`src/rtl/fx_ea_unit.sv`:
```
module fx_ea_unit #(
  parameter int AW = 32,
  parameter int WW = 16
) (
  input  logic          clk,
  input  logic          rst_n,
  input  logic          start,
  input  logic [WW-1:0] ext_word,
  input  logic [AW-1:0] base_reg,
  output logic [3:0]    idx_sel,
  input  logic [AW-1:0] idx_data,
  output logic          istr_req,
  input  logic          istr_ack,
  input  logic [WW-1:0] istr_word,
  output logic          mem_req,
  output logic [AW-1:0] mem_addr,
  input  logic          mem_ack,
  input  logic [AW-1:0] mem_rdata,
  output logic          done,
  output logic          illegal,
  output logic [AW-1:0] ea_out
);
  localparam int HW = AW - WW;

  typedef enum logic [1:0] {S_IDLE, S_BD, S_MEM, S_OD} st_t;
  st_t st;

  logic [WW-1:0] ext_q, hi_q;
  logic          half_q;
  logic [AW-1:0] acc;

  wire [WW-1:0] w      = (st == S_IDLE) ? ext_word : ext_q;
  wire          bs     = w[7];
  wire          is     = w[6];
  wire [1:0]    bdsz   = w[5:4];
  wire [2:0]    iis    = w[2:0];
  wire          bad    = !w[8] || (bdsz == 2'b00) || (is ? iis[2] : (iis == 3'b100));
  wire          indir  = (iis != 3'b000);
  wire          post   = !is && iis[2];
  wire          pre    = !is && !iis[2];
  wire          bd_none = (bdsz == 2'b01);
  wire          od_none = (iis[1:0] == 2'b01);

  assign idx_sel = w[15:12];
  wire [AW-1:0] ix     = w[11] ? idx_data : {{HW{idx_data[WW-1]}}, idx_data[WW-1:0]};
  wire [AW-1:0] scaled = ix << w[10:9];

  wire [AW-1:0] first_sum = (bs ? '0 : base_reg) + (pre ? scaled : '0);
  wire          long_ph   = (st == S_BD) ? (bdsz == 2'b11) : (iis[1:0] == 2'b11);
  wire [AW-1:0] disp      = long_ph ? {hi_q, istr_word} : {{HW{istr_word[WW-1]}}, istr_word};
  wire [AW-1:0] disp_sum  = acc + disp;
  wire [AW-1:0] ptr_sum   = mem_rdata + (post ? scaled : '0);
  wire          word_in   = istr_req && istr_ack;
  wire          last_word = word_in && !(long_ph && !half_q);

  assign istr_req = (st == S_BD) || (st == S_OD);
  assign mem_req  = (st == S_MEM);
  assign mem_addr = acc;

  always_ff @(posedge clk or negedge rst_n) begin
    if (!rst_n) begin
      st      <= S_IDLE;
      ext_q   <= '0;
      hi_q    <= '0;
      half_q  <= 1'b0;
      acc     <= '0;
      done    <= 1'b0;
      illegal <= 1'b0;
      ea_out  <= '0;
    end else begin
      done    <= 1'b0;
      illegal <= 1'b0;
      if (word_in && long_ph && !half_q) begin
        hi_q   <= istr_word;
        half_q <= 1'b1;
      end
      case (st)
        S_IDLE: if (start) begin
          if (bad) begin
            illegal <= 1'b1;
          end else begin
            ext_q  <= ext_word;
            half_q <= 1'b0;
            acc    <= first_sum;
            if (!bd_none) st <= S_BD;
            else if (indir) st <= S_MEM;
            else begin
              done   <= 1'b1;
              ea_out <= first_sum;
            end
          end
        end
        S_BD: if (last_word) begin
          half_q <= 1'b0;
          acc    <= disp_sum;
          if (indir) st <= S_MEM;
          else begin
            st     <= S_IDLE;
            done   <= 1'b1;
            ea_out <= disp_sum;
          end
        end
        S_MEM: if (mem_ack) begin
          acc <= ptr_sum;
          if (od_none) begin
            st     <= S_IDLE;
            done   <= 1'b1;
            ea_out <= ptr_sum;
          end else begin
            st <= S_OD;
          end
        end
        S_OD: if (last_word) begin
          half_q <= 1'b0;
          st     <= S_IDLE;
          done   <= 1'b1;
          ea_out <= disp_sum;
        end
        default: st <= S_IDLE;
      endcase
    end
  end


  illegal_quiet_chk: assert property (@(posedge clk) disable iff (!rst_n)
    illegal |-> (!done && !istr_req && !mem_req));


  mem_only_indirect_chk: assert property (@(posedge clk) disable iff (!rst_n)
    mem_req |-> (ext_q[2:0] != 3'b000) && (ext_q[2:0] != 3'b100));


  bd_null_skip_chk: assert property (@(posedge clk) disable iff (!rst_n)
    (st == S_BD) |-> (ext_q[5:4] != 2'b01));


  od_null_skip_chk: assert property (@(posedge clk) disable iff (!rst_n)
    (st == S_OD) |-> (ext_q[1:0] != 2'b01));


  mem_hold_chk: assert property (@(posedge clk) disable iff (!rst_n)
    (mem_req && !mem_ack) |=> (mem_req && $stable(mem_addr)));


  istr_hold_chk: assert property (@(posedge clk) disable iff (!rst_n)
    (istr_req && !istr_ack) |=> istr_req);
endmodule

```
`config.mk`:
```
export PLATFORM = sky130hd
export DESIGN_NAME = fx_ea_unit
export DESIGN_NICKNAME = d
export VERILOG_FILES = /design/src/rtl/fx_ea_unit.sv
export SDC_FILE = /design/constraint.sdc
export NUM_CORES = 1
export LEC_CHECK = 0
export BUFFER_PORTS_ARGS = -buffer_cell sky130_fd_sc_hd__buf_2
export CAP_MARGIN = 20
export CORE_ASPECT_RATIO = 1.25
export CORE_MARGIN = 2
export CORE_UTILIZATION = 24
export CTS_BUF_LIST = sky130_fd_sc_hd__clkbuf_4 sky130_fd_sc_hd__clkbuf_8
export CTS_CLUSTER_SIZE = 40
export DETAILED_ROUTE_END_ITERATION = 10
export SYNTH_ARGS = -nofsm -noshare
export SYNTH_HDL_FRONTEND = slang
export SYNTH_SLANG_ARGS = --single-unit
```
`constraint.sdc`:
```
create_clock -name clk -period 14.2 [get_ports clk]
set_clock_uncertainty 0.05 [all_clocks]
set_input_delay 2.84 -clock clk [delete_from_list [all_inputs] [get_ports clk]]
set_output_delay 2.84 -clock clk [all_outputs]
set_load 0.05 [all_outputs]
```
==> impl_metrics.ini, run 1 <==
[floorplanning]
rows = 88
core-area_um2 = 46100
dieHeight_um = 246
fp.dieW_um = 197
ios = 205
die_area_um2 = 48500
initial_core_util = 0.243

[logic_synthesis]
yosysTopAreaCellShare = 0.223
ys_seq_area_frac = 0.223
ys.flop_type = dfrtp_1
synth.area.top_cells = dfrtp_1, ha_1, o21ai_0, a21oi_1, nand2_1
synthXorXnorAreaFrac = 0.0624
synth_compound_area_frac = 0.297
synth_area_um2 = 11200
synth_cell_types = 74
synth-edff-count = 0
syn_avg_cell_area_um2 = 7.71
yosys.area_share.adder = 0.113
synthMuxAreaShare = 0.0674
ys_warn_count = 0
synth_top_family_by_area = compound AO/OA/AOI/OAI gates
synth-seq-cells = 100
post-synth-top-area-cell = dfrtp_1
postSynthCellCount = 1455
synthSimpleGateAreaFrac = 0.194
async_reset_ff_frac = 1.00
syn_nets = 1688

[routing]
drt_pass1_iterations = 6
via_per_inst = 5.12
ant_nets = 0
drt_iter0_drc = 825
via_count = 11287
wl_per_cell_um = 19.7
drc = 0
wl_um = 43300

[finish]
final_common_cell = buf_2
drive_gt1_frac = 0.176
num-fill-cells = 4971
synthToLayoutAreaGrowth_pct = 15.9
nNetsFinal = 1843
layout_common_cells = buf_2, nand2_1, o21ai_0

[cts]
cts_made_buffers = 9
clk_pin_slew_ns = 0.11
cts-root-buf = clkbuf_8
htreeDepth = 3
postCtsResizedCells = 0
cts_buffer_depth = 2
clock_sinks = 100
post_cts.repair.setup_buffers = 0
clk_latency_ns = 0.41
postCtsHoldBufs = 0
cts_tree = done

[global_routing]
grt_pass1_vias = 11222
grt-ovfl-total = 0
antenna_found_initial = 3
grt_use_total = 0.177
grt_max_degree = 74
grt_first_pass_wirelength_um = 65600

[critical_path]
end_kind = flip-flop
path_class = in2reg
start_kind = input pin
r2r_start = st[0]$_DFFE_PN0P_
critPathMaxFanout = 19
worst_ep_required_time_ns = 14.43
critPathLaunch = ext_word[5]
critPathArrivalTime_ns = 7.28

[timing]
max_freq_mhz = 142
hold_violations = 0
tns_ns = 0
min_period_over_period = 0.496
setup_viol = 0
slew_viol_final = 0
layout_min_cycle_time_ns = 7.05
tightest_slew_ns = 0.972
rsz0062_at_grt = no
slew_headroom = 0.352

[outcome]
status = complete, no violations

[hold_path]
hold_path.class = reg2reg
min_from = ext_q[8]$_DFFE_PN0P_

[placement]
gp_congestion = 0.883
hpwl_um = 36100
io_buffers = 203

[flow_run]
maxCapViolations = 0
-- Yosys cell counts (all sizes together), types with 9 or more instances --
| master | number |
|---|---|
| a221o | 10 |
| a211oi | 25 |
| nor3 | 20 |
| and2 | 39 |
| o21a | 9 |
| a221oi | 20 |
| dfrtp | 100 |
| clkbuf | 58 |
| xnor2 | 56 |
| a31oi | 29 |
| a21oi | 132 |
| nand4 | 9 |
| a21o | 60 |
| a22oi | 11 |
| xor2 | 24 |
| inv | 49 |
| and3 | 9 |
| buf | 16 |
| mux2i | 46 |
| o21ai | 139 |
| o22ai | 12 |
| nand3 | 27 |
| ha | 97 |
| nand2b | 19 |
| mux2 | 26 |
| nor2b | 39 |
| nor2 | 111 |
| nand2 | 168 |
| o211ai | 9 |
-- kinds of logic (layout without fill, tap and decap cells) --
logic type               Yosys count  count (layout)
multiplexers                      72              72
buffers and inverters            125             285
adder cells (fa/ha/maj)          100             100
AO/OA/AOI/OAI                    515             515
flip-flops                       100             100
other                              0               3
AND/OR/NAND/NOR                  463             463
XOR/XNOR                          80              80
-- state kept, by name, summed over array words and instances (netlist names) --
signal and count:
ea_out 32, mem_addr 32, hi_q 16, ext_q 15
st 2, done 1, half_q 1, illegal 1
-- per-stage QoR --
stage                     hold WS, ns  worst slack (ns)  std cells  area (um2)  utilization
after floorplan                 0.377              7.65       1455       11200            -
after global placement          0.392              6.81       2184       12800        0.278
after detailed placement        0.405              6.82       2184       12800        0.278
after CTS                       0.434              7.26       2200       13000        0.282
after global routing            0.471              7.03       2202       13000        0.282
final                           0.429              7.15       2203       13000        0.282
-- path summary, 6_finish.rpt --
kind | slack [ns] | to | cells after the start
setup / recovery | 7.15 | ea_out[31]$_DFFE_PN0P_ | 19
max in group asynchronous | 10.53 | ea_out[30]$_DFFE_PN0P_ | 2
min in group asynchronous | 2.27 | ext_q[11]$_DFFE_PN0P_ | 1
hold / removal | 0.43 | ext_q[8]$_DFFE_PN0P_ | 1
setup reg to reg | 8.22 | ea_out[31]$_DFFE_PN0P_ | 21
hold reg to reg | 0.43 | ext_q[8]$_DFFE_PN0P_ | 1
-- per-layer routing --
| metal | GRT usage | vias up | share of wire |
|---|---|---|---|
| met5 | 0 | - | 0 |
| li1 | - | 5602 | - |
| met1 | 0.237 | 5321 | 0.46 |
| met2 | 0.293 | 324 | 0.46 |
| met3 | 0.0217 | 40 | 0.047 |
| met4 | 0.0621 | 0 | 0.029 |
-- critical path, cell delays in order --
cell      delay (ns)
buf_2           0.13
and3_1          0.17
a31oi_1         0.53
nand2_1         0.10
o21ai_1         0.11
buf_4           0.24
nand2_1         0.27
o21ai_0         0.18
ha_1            0.31
nand4_1         0.15
nor3_1          0.40
nand3_1         0.14
o22ai_1         0.50
o311ai_2        0.20
a31oi_1         0.27
xnor2_1         0.21
xor2_1          0.12
a221oi_1        0.31
a211oi_1        0.08
-- layout make-up --
cell class	count	area [um2]	share of cell area
diodes	3	7.51	0.000577
clock buffers	9	124	0.00952
clock inverters	7	65.1	0.00500
inverters	51	191	0.0147
multi-input cells	1230	8250	0.635
flip-flops and latches	100	2500	0.192
well taps	585	732	0.0563
repair buffers	218	1130	0.0870
Power of run 1 is not shown: default switching activity piles up to over one toggle a cycle in this logic, so the estimate is an artifact.
==> inputs of run 2 (changes only) <==
Clock period 14.2 ns to 5.7 ns, I/O delays scaled along.
==> run 2 against run 1 <==
  * Wire length grew 1.6%
  * Flip-flop and latch count stayed put
  * Register-to-register slack lost 7.6 ns
  * First-iteration DRC count grew 19%
  * Non-clock buffer count grew 8
  * Clock-buffer cell count is the same
  * Die area is the same
  * Global-route usage increased by 0.24 points
  * Cell count up 0.36%
==> impl_metrics.ini, run 2 (same netlist as run 1, synthesis figures left out) <==
[finish]
num-fill-cells = 4999
drive_gt1_frac = 0.180
final_common_cell = buf_2
synthToLayoutAreaGrowth_pct = 16.8
nNetsFinal = 1851
layout_common_cells = buf_2, nand2_1, o21ai_0

[placement]
io_buffers = 203
place_ws_ns = 0.536
gp_congestion = 0.908
hpwl_um = 36500

[global_routing]
grt_first_pass_wirelength_um = 66800
grt_pass1_vias = 11378
grt_max_degree = 57
antenna_found_initial = 3
grt_use_total = 0.180
grt-ovfl-total = 0

[cts]
cts-root-buf = clkbuf_8
clk_pin_slew_ns = 0.12
htreeDepth = 3
post_cts.repair.setup_buffers = 0
cts_buffer_depth = 2
postCtsResizedCells = 0
cts_tree = done
clk_latency_ns = 0.43
clock_sinks = 100
postCtsHoldBufs = 0
cts_made_buffers = 9

[timing]
slew_viol_final = 0
slew_headroom = 0.444
setup_ws_ns = 0.584
layout_min_cycle_time_ns = 5.12
hold_violations = 0
tns_ns = 0
hold_ws_ns = 0.442
tightest_slew_ns = 0.831
setup_viol = 0
rsz0062_at_grt = no
max_freq_mhz = 195
min_period_over_period = 0.898

[routing]
wl_met2_um = 20600
via_count = 11564
top_layer = met4
drc = 0
wl_met3_um = 2400
drt_iter0_drc = 984
ant_nets = 0
via_per_inst = 5.23
drt_pass1_iterations = 6
met1Wirelength_um = 19900
wl_um = 44000
wl_per_cell_um = 19.9

[critical_path]
end_kind = flip-flop
worst_ep_required_time_ns = 5.90
r2r_start = st[0]$_DFFE_PN0P_
critPathLaunch = st[0]$_DFFE_PN0P_
critPathArrivalTime_ns = 5.32
critPathMaxFanout = 19
path_class = reg2reg
start_kind = flip-flop

[floorplanning]
ios = 205
core-area_um2 = 46100
fp.dieW_um = 197
rows = 88
die_area_um2 = 48500
initial_core_util = 0.243
dieHeight_um = 246

[outcome]
status = complete, no violations

[hold_path]
hold_path.class = reg2reg
min_from = ea_out[4]$_DFFE_PN0P_

[flow_run]
maxCapViolations = 0
run 2: cell count changes in the layout (fill, tap and decap cells not counted), sizes merged:
| cell | before | now |
|---|---|---|
| inv | 54 | 53 |
| clkinv | 3 | 2 |
| bufinv | 0 | 2 |
| buf | 218 | 226 |
run 2: final cells by class:
type                       count  area (um2)  area share
sequential                   100        2500       0.191
timing repair buffer         226        1190      0.0909
antenna                        3        7.51    0.000573
multi-input combinational   1230        8250       0.630
tap                          585         732      0.0559
inverter                      51         191      0.0146
clock buffer                   9         124     0.00945
clock inverter                 7         105     0.00802
run 2: per-stage QoR:
stage                     instances  utilization  instance area, um2
after detailed placement       2192        0.279               12900
final                          2211        0.284               13100
after CTS                      2208        0.284               13100
after floorplan                1455            -               11200
after global routing           2210        0.284               13100
after global placement         2192        0.279               12900
run 2: path summary, 6_finish.rpt:
check	endpoint	slack, ns	cells after the start
min reg2reg	ea_out[4]$_DFFE_PN0P_	0.44	2
max	mem_addr[31]$_DFFE_PN0P_	0.58	17
max reg2reg	mem_addr[31]$_DFFE_PN0P_	0.58	17
min	ea_out[4]$_DFFE_PN0P_	0.44	2
min in group asynchronous	ext_q[14]$_DFFE_PN0P_	0.71	1
max in group asynchronous	mem_addr[31]$_DFFE_PN0P_	3.75	2
run 2: metal layers:
metal  up-vias  global-route usage
met3        44              0.0237
li1       5611                   -
met2       427               0.300
met5         -                   0
met1      5482               0.238
met4         0              0.0590
run 2: critical path, stage by stage, from the launching register on:
cell,delay (ns)
dfrtp_1,0.42
inv_1,0.12
ha_2,0.52
mux2i_1,0.43
nand2b_1,0.21
or3_1,0.46
inv_1,0.08
ha_1,0.23
a211oi_1,0.29
o21ai_1,0.19
o2111ai_1,0.30
a21oi_1,0.19
or2_2,0.37
a31o_1,0.25
a211oi_2,0.24
xnor2_1,0.18
a221oi_1,0.33
a221oi_1,0.08
Power of run 2 is left out for the same reason.
==> inputs of run 3 (changes only) <==
Settings changed: CORE_MARGIN 2 to 5.
==> run 3 against run 2 <==
  * Via count decreased by 0.93%
  * Non-clock buffer count increased by 6
  * Largest cell class unchanged
  * Sequential share of layout area decreased by 0.094 points
  * Cell count increased by 0.27%
==> impl_metrics.ini, run 3 (same netlist as run 1, synthesis figures left out) <==
[outcome]
status = complete, no violations

[timing]
layout_min_cycle_time_ns = 5.30
slew_headroom = 0.466
slew_viol_final = 0
tns_ns = 0
rsz0062_at_grt = no
setup_viol = 0
hold_violations = 0
tightest_slew_ns = 0.800
max_freq_mhz = 189
min_period_over_period = 0.930

[routing]
drt_iter0_drc = 962
drt_pass1_iterations = 5
drc = 0
via_per_inst = 5.17
ant_nets = 0
via_count = 11456
wl_um = 44200
wl_per_cell_um = 19.9

[critical_path]
crit_chain = inv_1 > ha_2 > buf_4 > mux2_2 > nand2_1 > mux2i_1 > nor2_1 > a21oi_1 > nor2_1 > ha_1 > nand2_1 > o211ai_1 > a211oi_1 > o31ai_1 > a221o_1 > a31o_1 > a211oi_2 > xnor2_1 > a221oi_1 > a221oi_1
critPathArrivalTime_ns = 5.54
start_kind = flip-flop
path_buf_inv = 2
worst_ep_required_time_ns = 5.94
end_kind = flip-flop
path_class = reg2reg
crit_slowest_cell = mux2_2
critPathMaxFanout = 18
cp_top_family = compound AO/OA/AOI/OAI gates
slowest_delay_ns = 0.51

[global_routing]
grt-ovfl-total = 0
grt_max_degree = 61
grt_first_pass_wirelength_um = 66900
grt_pass1_vias = 11451
antenna_found_initial = 6
grt_use_total = 0.167

[cts]
postCtsHoldBufs = 0
cts_buffer_depth = 2
cts_tree = done
postCtsResizedCells = 0
cts_made_buffers = 9
htreeDepth = 3
clk_pin_slew_ns = 0.12
post_cts.repair.setup_buffers = 0
clk_latency_ns = 0.41
cts-root-buf = clkbuf_8
clock_sinks = 100

[floorplanning]
ios = 205
rows = 88
fp.dieW_um = 203
die_area_um2 = 51200
dieHeight_um = 252
core-area_um2 = 46200
initial_core_util = 0.243

[finish]
synthToLayoutAreaGrowth_pct = 17.3
nNetsFinal = 1857
layout_common_cells = buf_2, nand2_1, o21ai_0
final_common_cell = buf_2
drive_gt1_frac = 0.184

[flow_run]
maxCapViolations = 0

[placement]
hpwl_um = 37100
io_buffers = 203
gp_congestion = 0.903

[hold_path]
hold_path.class = reg2reg
[run 3: cell types whose count changed in the layout (fill, tap and decap cells not counted)]
cell        before  now
buf_4           24   30
bufinv_16        2    3
clkbuf_4         0    2
clkinv_4         0    1
clkinvlp_4       1    0
ha_1            96   95
ha_2             1    2
inv_6            3    1
inv_8            1    0
[run 3: per-stage QoR]
stage,instances,cell area [um2],utilization,hold WS (ns),worst slack (ns)
2_1_floorplan,1455,11200,-,0.377,0.853
3_3_place_gp,2198,12900,0.279,0.397,0.534
3_5_place_dp,2198,12900,0.279,0.398,0.427
4_1_cts,2214,13200,0.285,0.430,0.475
5_1_grt,2217,13200,0.285,0.462,0.0805
6_report,2217,13200,0.285,0.428,0.400
[run 3: final cells by class]
type	count	area [um2]
flip-flops and latches	100	2500
clock inverters	5	108
inverters	51	191
well taps	585	732
multi-input cells	1230	8250
diodes	3	7.51
repair buffers	232	1240
clock buffers	11	139
fillers	5050	33100
[run 3: path summary, 6_finish.rpt]
kind / slack [ns] / startpoint / end / depth (start not counted)
min reg2reg: 0.43 / ext_q[8]$_DFFE_PN0P_ / ext_q[8]$_DFFE_PN0P_ / 1
max: 0.40 / st[1]$_DFFE_PN0P_ / mem_addr[31]$_DFFE_PN0P_ / 20
min in group asynchronous: 0.75 / rst_n / ext_q[6]$_DFFE_PN0P_ / 1
min: 0.43 / ext_q[8]$_DFFE_PN0P_ / ext_q[8]$_DFFE_PN0P_ / 1
max in group asynchronous: 3.74 / rst_n / mem_addr[31]$_DFFE_PN0P_ / 2
max reg2reg: 0.40 / st[1]$_DFFE_PN0P_ / mem_addr[31]$_DFFE_PN0P_ / 20
[run 3: layer usage]
metal  GRT usage  up-vias  wire (um)  share of wire
li1            -     5633          -              -
met1       0.219     5397      19800           0.45
met2       0.281      361      20800           0.47
met3      0.0229       59       2110          0.048
met4      0.0578        6       1420          0.032
met5           0        -         35        0.00079
Power of run 3 is left out for the same reason.
